--- src/rtl/sysmm_pkg.sv ---
// Package sysmm_pkg
// Shared sizing helpers for the systolic multiplier.
// Assumes N >= 2 and W >= 2.
package sysmm_pkg;

    // ceil(log2(v)); returns 1 for v <= 2
    function automatic int clog2i(input int v);
        int r;
        r = 1;
        while ((1 << r) < v) r++;
        return r;
    endfunction

    // Accumulator width that holds N products of two W-bit signed values
    function automatic int acc_width(input int w, input int n);
        return 2 * w + clog2i(n);
    endfunction

    // Number of schedule steps in one multiplication (3N-2)
    function automatic int last_step(input int n);
        return 3 * n - 2;
    endfunction

endpackage

--- src/rtl/sysmm_ctrl.sv ---
// Module sysmm_ctrl
// Step sequencer. A start pulse sets the step to 1 and raises busy.
// Each busy cycle advances the step. After the final step (3N-2),
// busy drops and done pulses for one cycle. A start always takes
// priority over a running schedule.
module sysmm_ctrl #(
    parameter int N  = 3,
    parameter int CW = 4
) (
    input  logic          clk,
    input  logic          rst_n,
    input  logic          start,
    output logic [CW-1:0] step,
    output logic          busy,
    output logic          done
);
    localparam int LAST = sysmm_pkg::last_step(N);

    // Step counter, busy and done flags
    always_ff @(posedge clk) begin
        if (!rst_n) begin
            step <= '0;
            busy <= 1'b0;
            done <= 1'b0;
        end else if (start) begin
            step <= CW'(1);
            busy <= 1'b1;
            done <= 1'b0;
        end else if (busy) begin
            if (int'(step) == LAST) begin
                step <= '0;
                busy <= 1'b0;
                done <= 1'b1;
            end else begin
                step <= step + CW'(1);
                done <= 1'b0;
            end
        end else begin
            done <= 1'b0;
        end
    end
endmodule

--- src/rtl/sysmm_skew.sv ---
// Module sysmm_skew
// Edge feeder for one side of the array. It stores an NxN operand
// matrix in lane-major order: element k of lane l sits at
// (l*N+k)*W. In step l+k+1 it presents element k of lane l
// together with a valid bit. In every other step the lane carries
// zero with valid low.
module sysmm_skew #(
    parameter int N  = 3,
    parameter int W  = 8,
    parameter int CW = 4
) (
    input  logic           clk,
    input  logic           rst_n,
    input  logic           load,
    input  logic [N*N*W-1:0] mat_in,
    input  logic [CW-1:0]  step,
    input  logic           busy,
    output logic [N*W-1:0] lane_val,
    output logic [N-1:0]   lane_vld
);
    logic [N*N*W-1:0] store;

    // Store the operand matrix on start
    always_ff @(posedge clk) begin
        if (!rst_n) begin
            store <= '0;
        end else if (load) begin
            store <= mat_in;
        end
    end

    // Pick the element whose skewed slot matches the current step
    always_comb begin
        lane_val = '0;
        lane_vld = '0;
        for (int l = 0; l < N; l++) begin
            for (int k = 0; k < N; k++) begin
                if (busy && (int'(step) == l + k + 1)) begin
                    lane_val[l*W +: W] = store[(l*N+k)*W +: W];
                    lane_vld[l]        = 1'b1;
                end
            end
        end
    end
endmodule

--- src/rtl/sysmm_cell.sv ---
// Module sysmm_cell
// One processing element. When both incoming operands are valid,
// it adds their signed product to a local accumulator that stays
// in place. It forwards each operand and its valid bit through one
// register stage, A to the right and B downward. Clear zeroes all
// of its state. Assumes ACC_W > 2*W.
module sysmm_cell #(
    parameter int W     = 8,
    parameter int ACC_W = 18
) (
    input  logic                    clk,
    input  logic                    rst_n,
    input  logic                    clear,
    input  logic signed [W-1:0]     a_in,
    input  logic                    a_vin,
    input  logic signed [W-1:0]     b_in,
    input  logic                    b_vin,
    output logic signed [W-1:0]     a_out,
    output logic                    a_vout,
    output logic signed [W-1:0]     b_out,
    output logic                    b_vout,
    output logic signed [ACC_W-1:0] acc
);
    logic signed [2*W-1:0]   prod;
    logic signed [ACC_W-1:0] prod_ext;

    // Signed product, sign-extended to the accumulator width
    always_comb begin
        prod     = a_in * b_in;
        prod_ext = $signed({{(ACC_W-2*W){prod[2*W-1]}}, prod});
    end

    // Operand forwarding registers and accumulator
    always_ff @(posedge clk) begin
        if (!rst_n || clear) begin
            a_out  <= '0;
            a_vout <= 1'b0;
            b_out  <= '0;
            b_vout <= 1'b0;
            acc    <= '0;
        end else begin
            a_out  <= a_in;
            a_vout <= a_vin;
            b_out  <= b_in;
            b_vout <= b_vin;
            if (a_vin && b_vin) begin
                acc <= acc + prod_ext;
            end
        end
    end
endmodule

--- src/rtl/sysmm_top.sv ---
// Module sysmm_top
// NxN output-stationary systolic multiplier, C = A x B. Both
// matrices are row-major with signed W-bit elements, and they are
// stored at start. Feeders on the left and top edges skew the
// operands in time. Cell (i,j) builds C[i][j] in place. The result
// fields are row-major, each ACC_W bits wide.
module sysmm_top #(
    parameter int N = 3,
    parameter int W = 8,
    localparam int ACC_W = sysmm_pkg::acc_width(W, N),
    localparam int CW    = sysmm_pkg::clog2i(3 * N)
) (
    input  logic                 clk,
    input  logic                 rst_n,
    input  logic                 start,
    input  logic [N*N*W-1:0]     a_mat,
    input  logic [N*N*W-1:0]     b_mat,
    output logic                 done,
    output logic                 busy,
    output logic [N*N*ACC_W-1:0] c_mat
);
    logic [CW-1:0]    step;
    logic [N*N*W-1:0] b_lane_major;
    logic [N*W-1:0]   a_lane, b_lane;
    logic [N-1:0]     a_lvld, b_lvld;

    logic signed [W-1:0]     a_bus [N][N+1];
    logic                    a_vb  [N][N+1];
    logic signed [W-1:0]     b_bus [N+1][N];
    logic                    b_vb  [N+1][N];
    logic signed [ACC_W-1:0] acc_w [N][N];

    sysmm_ctrl #(.N(N), .CW(CW)) u_ctrl (
        .clk(clk), .rst_n(rst_n), .start(start),
        .step(step), .busy(busy), .done(done)
    );

    // Reorder B so that each column becomes one feeder lane
    for (genvar j = 0; j < N; j++) begin : g_bcol
        for (genvar k = 0; k < N; k++) begin : g_bk
            assign b_lane_major[(j*N+k)*W +: W] = b_mat[(k*N+j)*W +: W];
        end
    end

    sysmm_skew #(.N(N), .W(W), .CW(CW)) u_skew_a (
        .clk(clk), .rst_n(rst_n), .load(start), .mat_in(a_mat),
        .step(step), .busy(busy), .lane_val(a_lane), .lane_vld(a_lvld)
    );

    sysmm_skew #(.N(N), .W(W), .CW(CW)) u_skew_b (
        .clk(clk), .rst_n(rst_n), .load(start), .mat_in(b_lane_major),
        .step(step), .busy(busy), .lane_val(b_lane), .lane_vld(b_lvld)
    );

    // Edge feeds into the first column and the first row
    for (genvar e = 0; e < N; e++) begin : g_edge
        assign a_bus[e][0] = $signed(a_lane[e*W +: W]);
        assign a_vb[e][0]  = a_lvld[e];
        assign b_bus[0][e] = $signed(b_lane[e*W +: W]);
        assign b_vb[0][e]  = b_lvld[e];
    end

    // Cell grid and result packing
    for (genvar i = 0; i < N; i++) begin : g_row
        for (genvar j = 0; j < N; j++) begin : g_col
            sysmm_cell #(.W(W), .ACC_W(ACC_W)) u_cell (
                .clk(clk), .rst_n(rst_n), .clear(start),
                .a_in(a_bus[i][j]),   .a_vin(a_vb[i][j]),
                .b_in(b_bus[i][j]),   .b_vin(b_vb[i][j]),
                .a_out(a_bus[i][j+1]), .a_vout(a_vb[i][j+1]),
                .b_out(b_bus[i+1][j]), .b_vout(b_vb[i+1][j]),
                .acc(acc_w[i][j])
            );
            assign c_mat[(i*N+j)*ACC_W +: ACC_W] = acc_w[i][j];
        end
    end
endmodule

--- config.mk ---
export PLATFORM = sky130hd
export DESIGN_NAME = sysmm_top
export DESIGN_NICKNAME = d
export VERILOG_FILES = /design/src/rtl/sysmm_pkg.sv /design/src/rtl/sysmm_ctrl.sv /design/src/rtl/sysmm_skew.sv /design/src/rtl/sysmm_cell.sv /design/src/rtl/sysmm_top.sv
export SDC_FILE = /design/constraint.sdc
export NUM_CORES = 2
export LEC_CHECK = 0
export ABC_CLOCK_PERIOD_IN_PS = 12750
export BUFFER_PORTS_ARGS = -buffer_cell sky130_fd_sc_hd__clkbuf_2
export CAP_MARGIN = 20
export CORE_UTILIZATION = 31
export DETAILED_ROUTE_END_ITERATION = 8
export HOLD_SLACK_MARGIN = 0.05
export MAX_ROUTING_LAYER = met4
export PLACE_DENSITY = 0.44
export SYNTH_ARGS = -nofsm -noshare
export SYNTH_HDL_FRONTEND = slang
export SYNTH_SLANG_ARGS = --single-unit
--- constraint.sdc ---
create_clock -name clk -period 12.75 [get_ports clk]
set_input_delay 1.275 -clock clk [delete_from_list [all_inputs] [get_ports clk]]
set_output_delay 1.275 -clock clk [all_outputs]
set_load 0.1 [all_outputs]
# Word level (Yosys, flattened, before mapping)
# Index checks and enable logic that the tools add are counted.
# totals
input_bits	147
output_inout_bits	164
register_bits	414
word_cells	107
# op_classes
bitwise	2
mul	9
n_eq_ne	6
muxes	34
n_reduce_logical	13
add_sub_neg	10
# op_table
operator	n
$add 18x16->18	9
$mul 8x8->16	9
$mux 8	18
$mux 1	15
$eq 4x4->1 const B	3
$eq 4x3->1 const B	2
$logic_and 1x1->1	8
$add 4x1->4 const B	1
$eq 4x2->1 const B	1
$mux 4	1
$reduce_or 3->1	1
$not 1->1	2
$reduce_bool 2->1	1
$reduce_or 2->1	1
$logic_not 1->1	1
$logic_or 1x1->1	1

# Longest topological paths before layout
# logic_depth
ltp_word	7
depth_mapped	27
ltp_nobuf	25

# By module
# From an unflattened synthesis, not the netlist that was laid out.
# hier_totals
cells_unflattened	4753
area_unflattened_um2	46323.2
# by_module_without_submodules
mod	cells_each	instances	seq_area_each_um2	area_per_inst_um2
sysmm_cell at g_row[1].g_col[0].u_cell ...	454	4	720.7	4369.2
sysmm_cell at g_row[0].g_col[0].u_cell ...	464	2	720.7	4411.7
sysmm_skew	309	2	1441.4	3323.2
sysmm_cell at g_row[2].g_col[1].u_cell	454	1	720.7	4379.2
sysmm_cell at g_row[2].g_col[2].u_cell	454	1	720.7	4375.4
sysmm_cell at g_row[0].g_col[2].u_cell	456	1	720.7	4351.7
sysmm_ctrl	27	1	120.1	270.3

# Least setup slack after synthesis
# Ideal clock, no wire load.
# synth_path
kind	register -> register
start	reg u_ctrl.busy
end	reg g_row[0].g_col[1].u_cell.acc[17]
required_time_ps	12620
synth_period_minus_slack_ps	7175
path_slack_ps	5575
stages_incl_launch_ff	26
path_buffers	3
t_arrival_ps	7045
cell_sequence	dfxtp_1 -> buf_4 -> nor3b_4 -> and2_4 -> buf_6 -> buf_2 -> a22oi_1 -> nand2_1 -> and2_1 -> inv_1 -> fa_1 -> inv_1 -> fa_1 -> fa_1 -> fa_1 -> inv_1 -> fa_1 -> inv_1 -> ha_1 -> o21ai_0 -> o21ai_0 -> a41oi_1 -> o22ai_1 -> mux2_2 -> nor3_1 -> nor3b_2
# synth_between
elab_chain_cells	6
elab_cells_between_ends	12
# synth_lines
item	line_no	rtl
start, declared	sysmm_ctrl.sv:14	output logic busy,
start signal, assigned	sysmm_ctrl.sv:23	busy <= 1'b0;
start signal, assigned	sysmm_ctrl.sv:27	busy <= 1'b1;
start signal, assigned	sysmm_ctrl.sv:32	busy <= 1'b0;
$logic_and 1x1->1	sysmm_skew.sv:38	if (busy && (int'(step) == l + k + 1)) begin
$mux 8 (3 in a row)	sysmm_skew.sv:38	
$mul 8x8->16	sysmm_cell.sv:29	prod = a_in * b_in;
$add 18x16->18	sysmm_cell.sv:47	acc <= acc + prod_ext;
end signal, assigned	sysmm_cell.sv:47	
end, declared	sysmm_cell.sv:22	output logic signed [ACC_W-1:0] acc
# Several ways; a longest one is shown, not always the timed one.
# A chain may end at the register's enable or synchronous reset.

# Worst setup path in the final report
# layout_path
start	reg u_ctrl.busy
end	reg g_row[2].g_col[0].u_cell.acc[17]
# layout_between
elab_chain_cells	6
elab_cells_between_ends	12
# layout_lines
item	line_no
$logic_and 1x1->1	sysmm_skew.sv:38
$mux 8 (3 in a row)	sysmm_skew.sv:38
$mul 8x8->16	sysmm_cell.sv:29
$add 18x16->18	sysmm_cell.sv:47
end signal, assigned	sysmm_cell.sv:47
end, declared	sysmm_cell.sv:22
# Several ways; a longest one is shown, not always the timed one.

==> reports/summary.txt <==
Synthesized area per cell: 9.54 sq um
WP data required: 13.32 ns
Post-cts resize count: 0
Mapped cell area: 44300 sq um
Setup Viol. Count Final: 0
Mapped Nets: 5888
Delay-heaviest family, CP: adder cells
Seq/Total Area, Yosys: 0.187
Share of cells above drive strength 1: 0.0992
Post-synthesis compound-gate area fraction: 0.0767
Largest family of logic cells by synthesized area: adder cells
Die ar.: 144000 sq um
Chip height: 380 um
Maximum VDD drop: 136 uV
CP endpoint kind: register
Initial Util: 0.313
Mux contribution to synthesized area: 0.0406
TritonCTS Sinks: 414
Final setup margin: 4.87 ns
Slew headroom: 0.307
Dominant cell type by area after synthesis: fa_1
XOR/XNOR share of the synthesized area: 0.0287
Power density cells: 67.6 nW/um^2
RSZ-0062 raised after global routing: false
Final slew viol count: 0
Iteration count of the initial detailed-routing pass: 5
Min-Delay Path Class: reg2reg
Total GRT Usage: 0.181
Wirelength per Cell: 18.2 um
Arr. time, crit path: 8.45 ns
Yosys cell types: 82
Crit path launch type: register
Worst slew pin tran: 1.04 ns
Async SR Flop Fraction: 0
Max_cap viols: 0
Gp weighted congestion: 0.837
Final HPWL DP: 100 mm
CP peak stage delay: 0.64 ns
Via count: 31000
Final WL: 124 mm
Clk Latency, worst-skew pair: 0.70 ns
Core Area: 142000 sq um
Clock transition time at the flip-flop clock pins of the worst setup and hold paths: 0.06 ns
DRC Markers: 0
Gr ovfl total: 0
Setup TNS: 0 ns
First-pass GRT wire length: 198 mm
Die width: 380 um
Number of antenna violations at the first check in global routing: 12
Crit path cell chain: nor3b_4, and2_4, buf_4, a22oi_1, a21oi_2, and2_1, inv_1, fa_1, inv_1, fa_1, fa_1, fa_1, fa_1, ha_1, o21ai_0, o21ai_0, nand3_1, a21oi_1, o31ai_1, mux2_2, or3_1
Vias per std cell: 4.53
CTS tree: yes
Via count of the first global-routing pass: 33300
Yosys warns: 0
CTS root buf: clkbuf_16
Origin of the worst setup path: u_ctrl.busy$_SDFF_PN0_
Post-CTS setup buffers: 0
Outcome: finished, final reports clean
DP Worst Slack: 4.85 ns
Area growth syn-to-layout: 13.0%
Hold Fails Final Rpt: 0
EDFF count, synth: 0
Post-Synth Simple-Gate Area: 0.146
CTS max path bufs: 3
Nets: 6142
Cts hold-fix bufs: 0
Hold Crit Start: g_row[2].g_col[1].u_cell.acc[5]$_SDFFE_PP0P_
Clk_skew: 0.0609 ns
Total CTS buffers: 58
Minimum clock period: 7.88 ns
Setup CP Type: reg2reg
Yosys reg bits: 414
# fillers: 14600
Initial DRC Count: 1307
Row Count: 138
Finished Core Util: 0.353
Detail Route Antenna Nets: 0
Synth top area share: 0.326
Adder-Cell Fraction of Synth Area: 0.434
Fin crit share: 0.618
Cells after synthesis: 4639
Largest cells by area after synthesis: fa_1, dfxtp_1, ha_1, inv_1, and2_1
WHS: 0.472 ns
Buffers on Ports: 310
Largest net degree at the start of global routing: 117
WP buf/inv: 3
# IOs: 311
Slowest cell on crit path: and2_1
Lkg Pwr: 0.0248 uW
Fmax: 127 MHz
Most used cell, CP: fa_1
CTS H-tree lvls: 2
Critical path fanouts, max: 46
Top_reg_cell synth: dfxtp_1
R2R Path Start: u_ctrl.busy$_SDFF_PN0_
==> cells by family after synthesis <==
| kind of cell | after synthesis |
|---|---|
| compound gates | 507 |
| xor+xnor | 145 |
| fa+ha+maj | 1102 |
| buf+inv | 991 |
| flops | 414 |
| mux | 179 |
| simple gates | 1301 |
==> synthesized netlist by cell type, drive strengths merged, types with 56 or more instances <==
cell      n
nor2b   177
dfxtp   414
inv     848
buf      56
clkbuf   85
o21ai    86
nand2   468
ha      382
xnor2   106
a21oi   167
and2    289
nor2    195
mux2i   175
fa      720
==> final cells by class <==
cell class / count / area (sq um) / share of cell area
Antenna cell: 7 / 17.5 / 0.000350
Clock buffer: 73 / 1610 / 0.0322
Clock inverter: 36 / 611 / 0.0122
Inverter: 850 / 3190 / 0.0638
Multi-Input combinational cell: 3234 / 32200 / 0.643
Sequential cell: 414 / 8290 / 0.166
Tap cell: 1890 / 2360 / 0.0473
Timing Repair Buffer: 335 / 1760 / 0.0353
==> placed cells by master, fill, tap and decap left out, types with 8 or more instances in the layout <==
cell / Yosys / layout
a211oi_1: 35 / 35
a21o_1: 34 / 34
a21oi_1: 163 / 163
a221o_1: 9 / 9
a22oi_1: 39 / 39
a31oi_1: 9 / 9
and2_1: 288 / 288
and3_1: 11 / 11
buf_4: 13 / 25
bufinv_16: 0 / 13
clkbuf_16: 0 / 58
clkbuf_2: 0 / 308
clkbuf_8: 0 / 11
dfxtp_1: 414 / 414
fa_1: 720 / 720
ha_1: 382 / 382
inv_1: 848 / 848
mux2i_1: 175 / 175
nand2_1: 466 / 466
nand2b_1: 45 / 44
nand3_1: 35 / 35
nor2_1: 193 / 193
nor2b_1: 177 / 176
nor3_1: 30 / 30
o211ai_1: 9 / 9
o21a_1: 33 / 33
o21ai_0: 67 / 67
o21ai_2: 13 / 13
o21bai_1: 20 / 20
o31ai_1: 10 / 9
or3_1: 8 / 8
xnor2_1: 106 / 106
xor2_1: 39 / 39
==> where the power goes <==
group / leakage, uW / total [uW] / switching (uW) / internal [uW]
Sequential: 0.00336 / 1340 / 21.2 / 1320
Combinational: 0.0204 / 160 / 92.9 / 66.9
Clock: 0.00106 / 1880 / 714 / 1160
Total: 0.0248 / 3380 / 828 / 2550
==> worst reg2reg max path, stage by stage (launching register included) <==
cell and delay, ns:
dfxtp_1 0.49, nor3b_4 0.38, and2_4 0.48, buf_4 0.54, a22oi_1 0.27, a21oi_2 0.35, and2_1 0.64, inv_1 0.14
fa_1 0.50, inv_1 0.05, fa_1 0.48, fa_1 0.57, fa_1 0.43, fa_1 0.45, ha_1 0.33, o21ai_0 0.11
o21ai_0 0.17, nand3_1 0.16, a21oi_1 0.08, o31ai_1 0.43, mux2_2 0.39, or3_1 0.34
==> routing by layer <==
metal | wire length [um] | up-vias | part of all wire | track usage
met5 | 0 | - | 0 | -
met2 | 57400 | 466 | 0.46 | 0.286
met1 | 59800 | 15400 | 0.48 | 0.246
li1 | - | 15000 | - | -
met4 | 2880 | 0 | 0.023 | 0.0455
met3 | 4170 | 133 | 0.034 | 0.0227
==> final timing paths <==
check,endpoint,slack (ns),depth (start not counted)
max,g_row[2].g_col[0].u_cell.acc[17]$_SDFFE_PP0P_,4.87,21
min,g_row[2].g_col[1].u_cell.acc[5]$_SDFFE_PP0P_,0.47,2
max reg2reg,g_row[2].g_col[0].u_cell.acc[17]$_SDFFE_PP0P_,4.87,21
min reg2reg,g_row[2].g_col[1].u_cell.acc[5]$_SDFFE_PP0P_,0.47,2
==> registers in the layout, indices dropped and copies added, names as in the netlist <==
signal,count
g_row.g_col.u_cell.acc,162
u_skew_a.store,72
u_skew_b.store,72
g_row.g_col.u_cell.a_out,48
g_row.g_col.u_cell.b_out,48
u_ctrl.step,4
g_row.g_col.u_cell.a_vout,3
g_row.g_col.u_cell.b_vout,3
u_ctrl.busy,1
u_ctrl.done,1
==> metrics by stage <==
stage               power (uW)  instance area, sq um  std cells
floorplan                 1470                 44300       4639
global placement          1530                 47800       6722
detailed placement        1530                 47800       6723
CTS                       3450                 50000       6832
global route              3510                 50000       6838
finish                    3380                 50000       6839
Power figures use the tool's default switching activity.
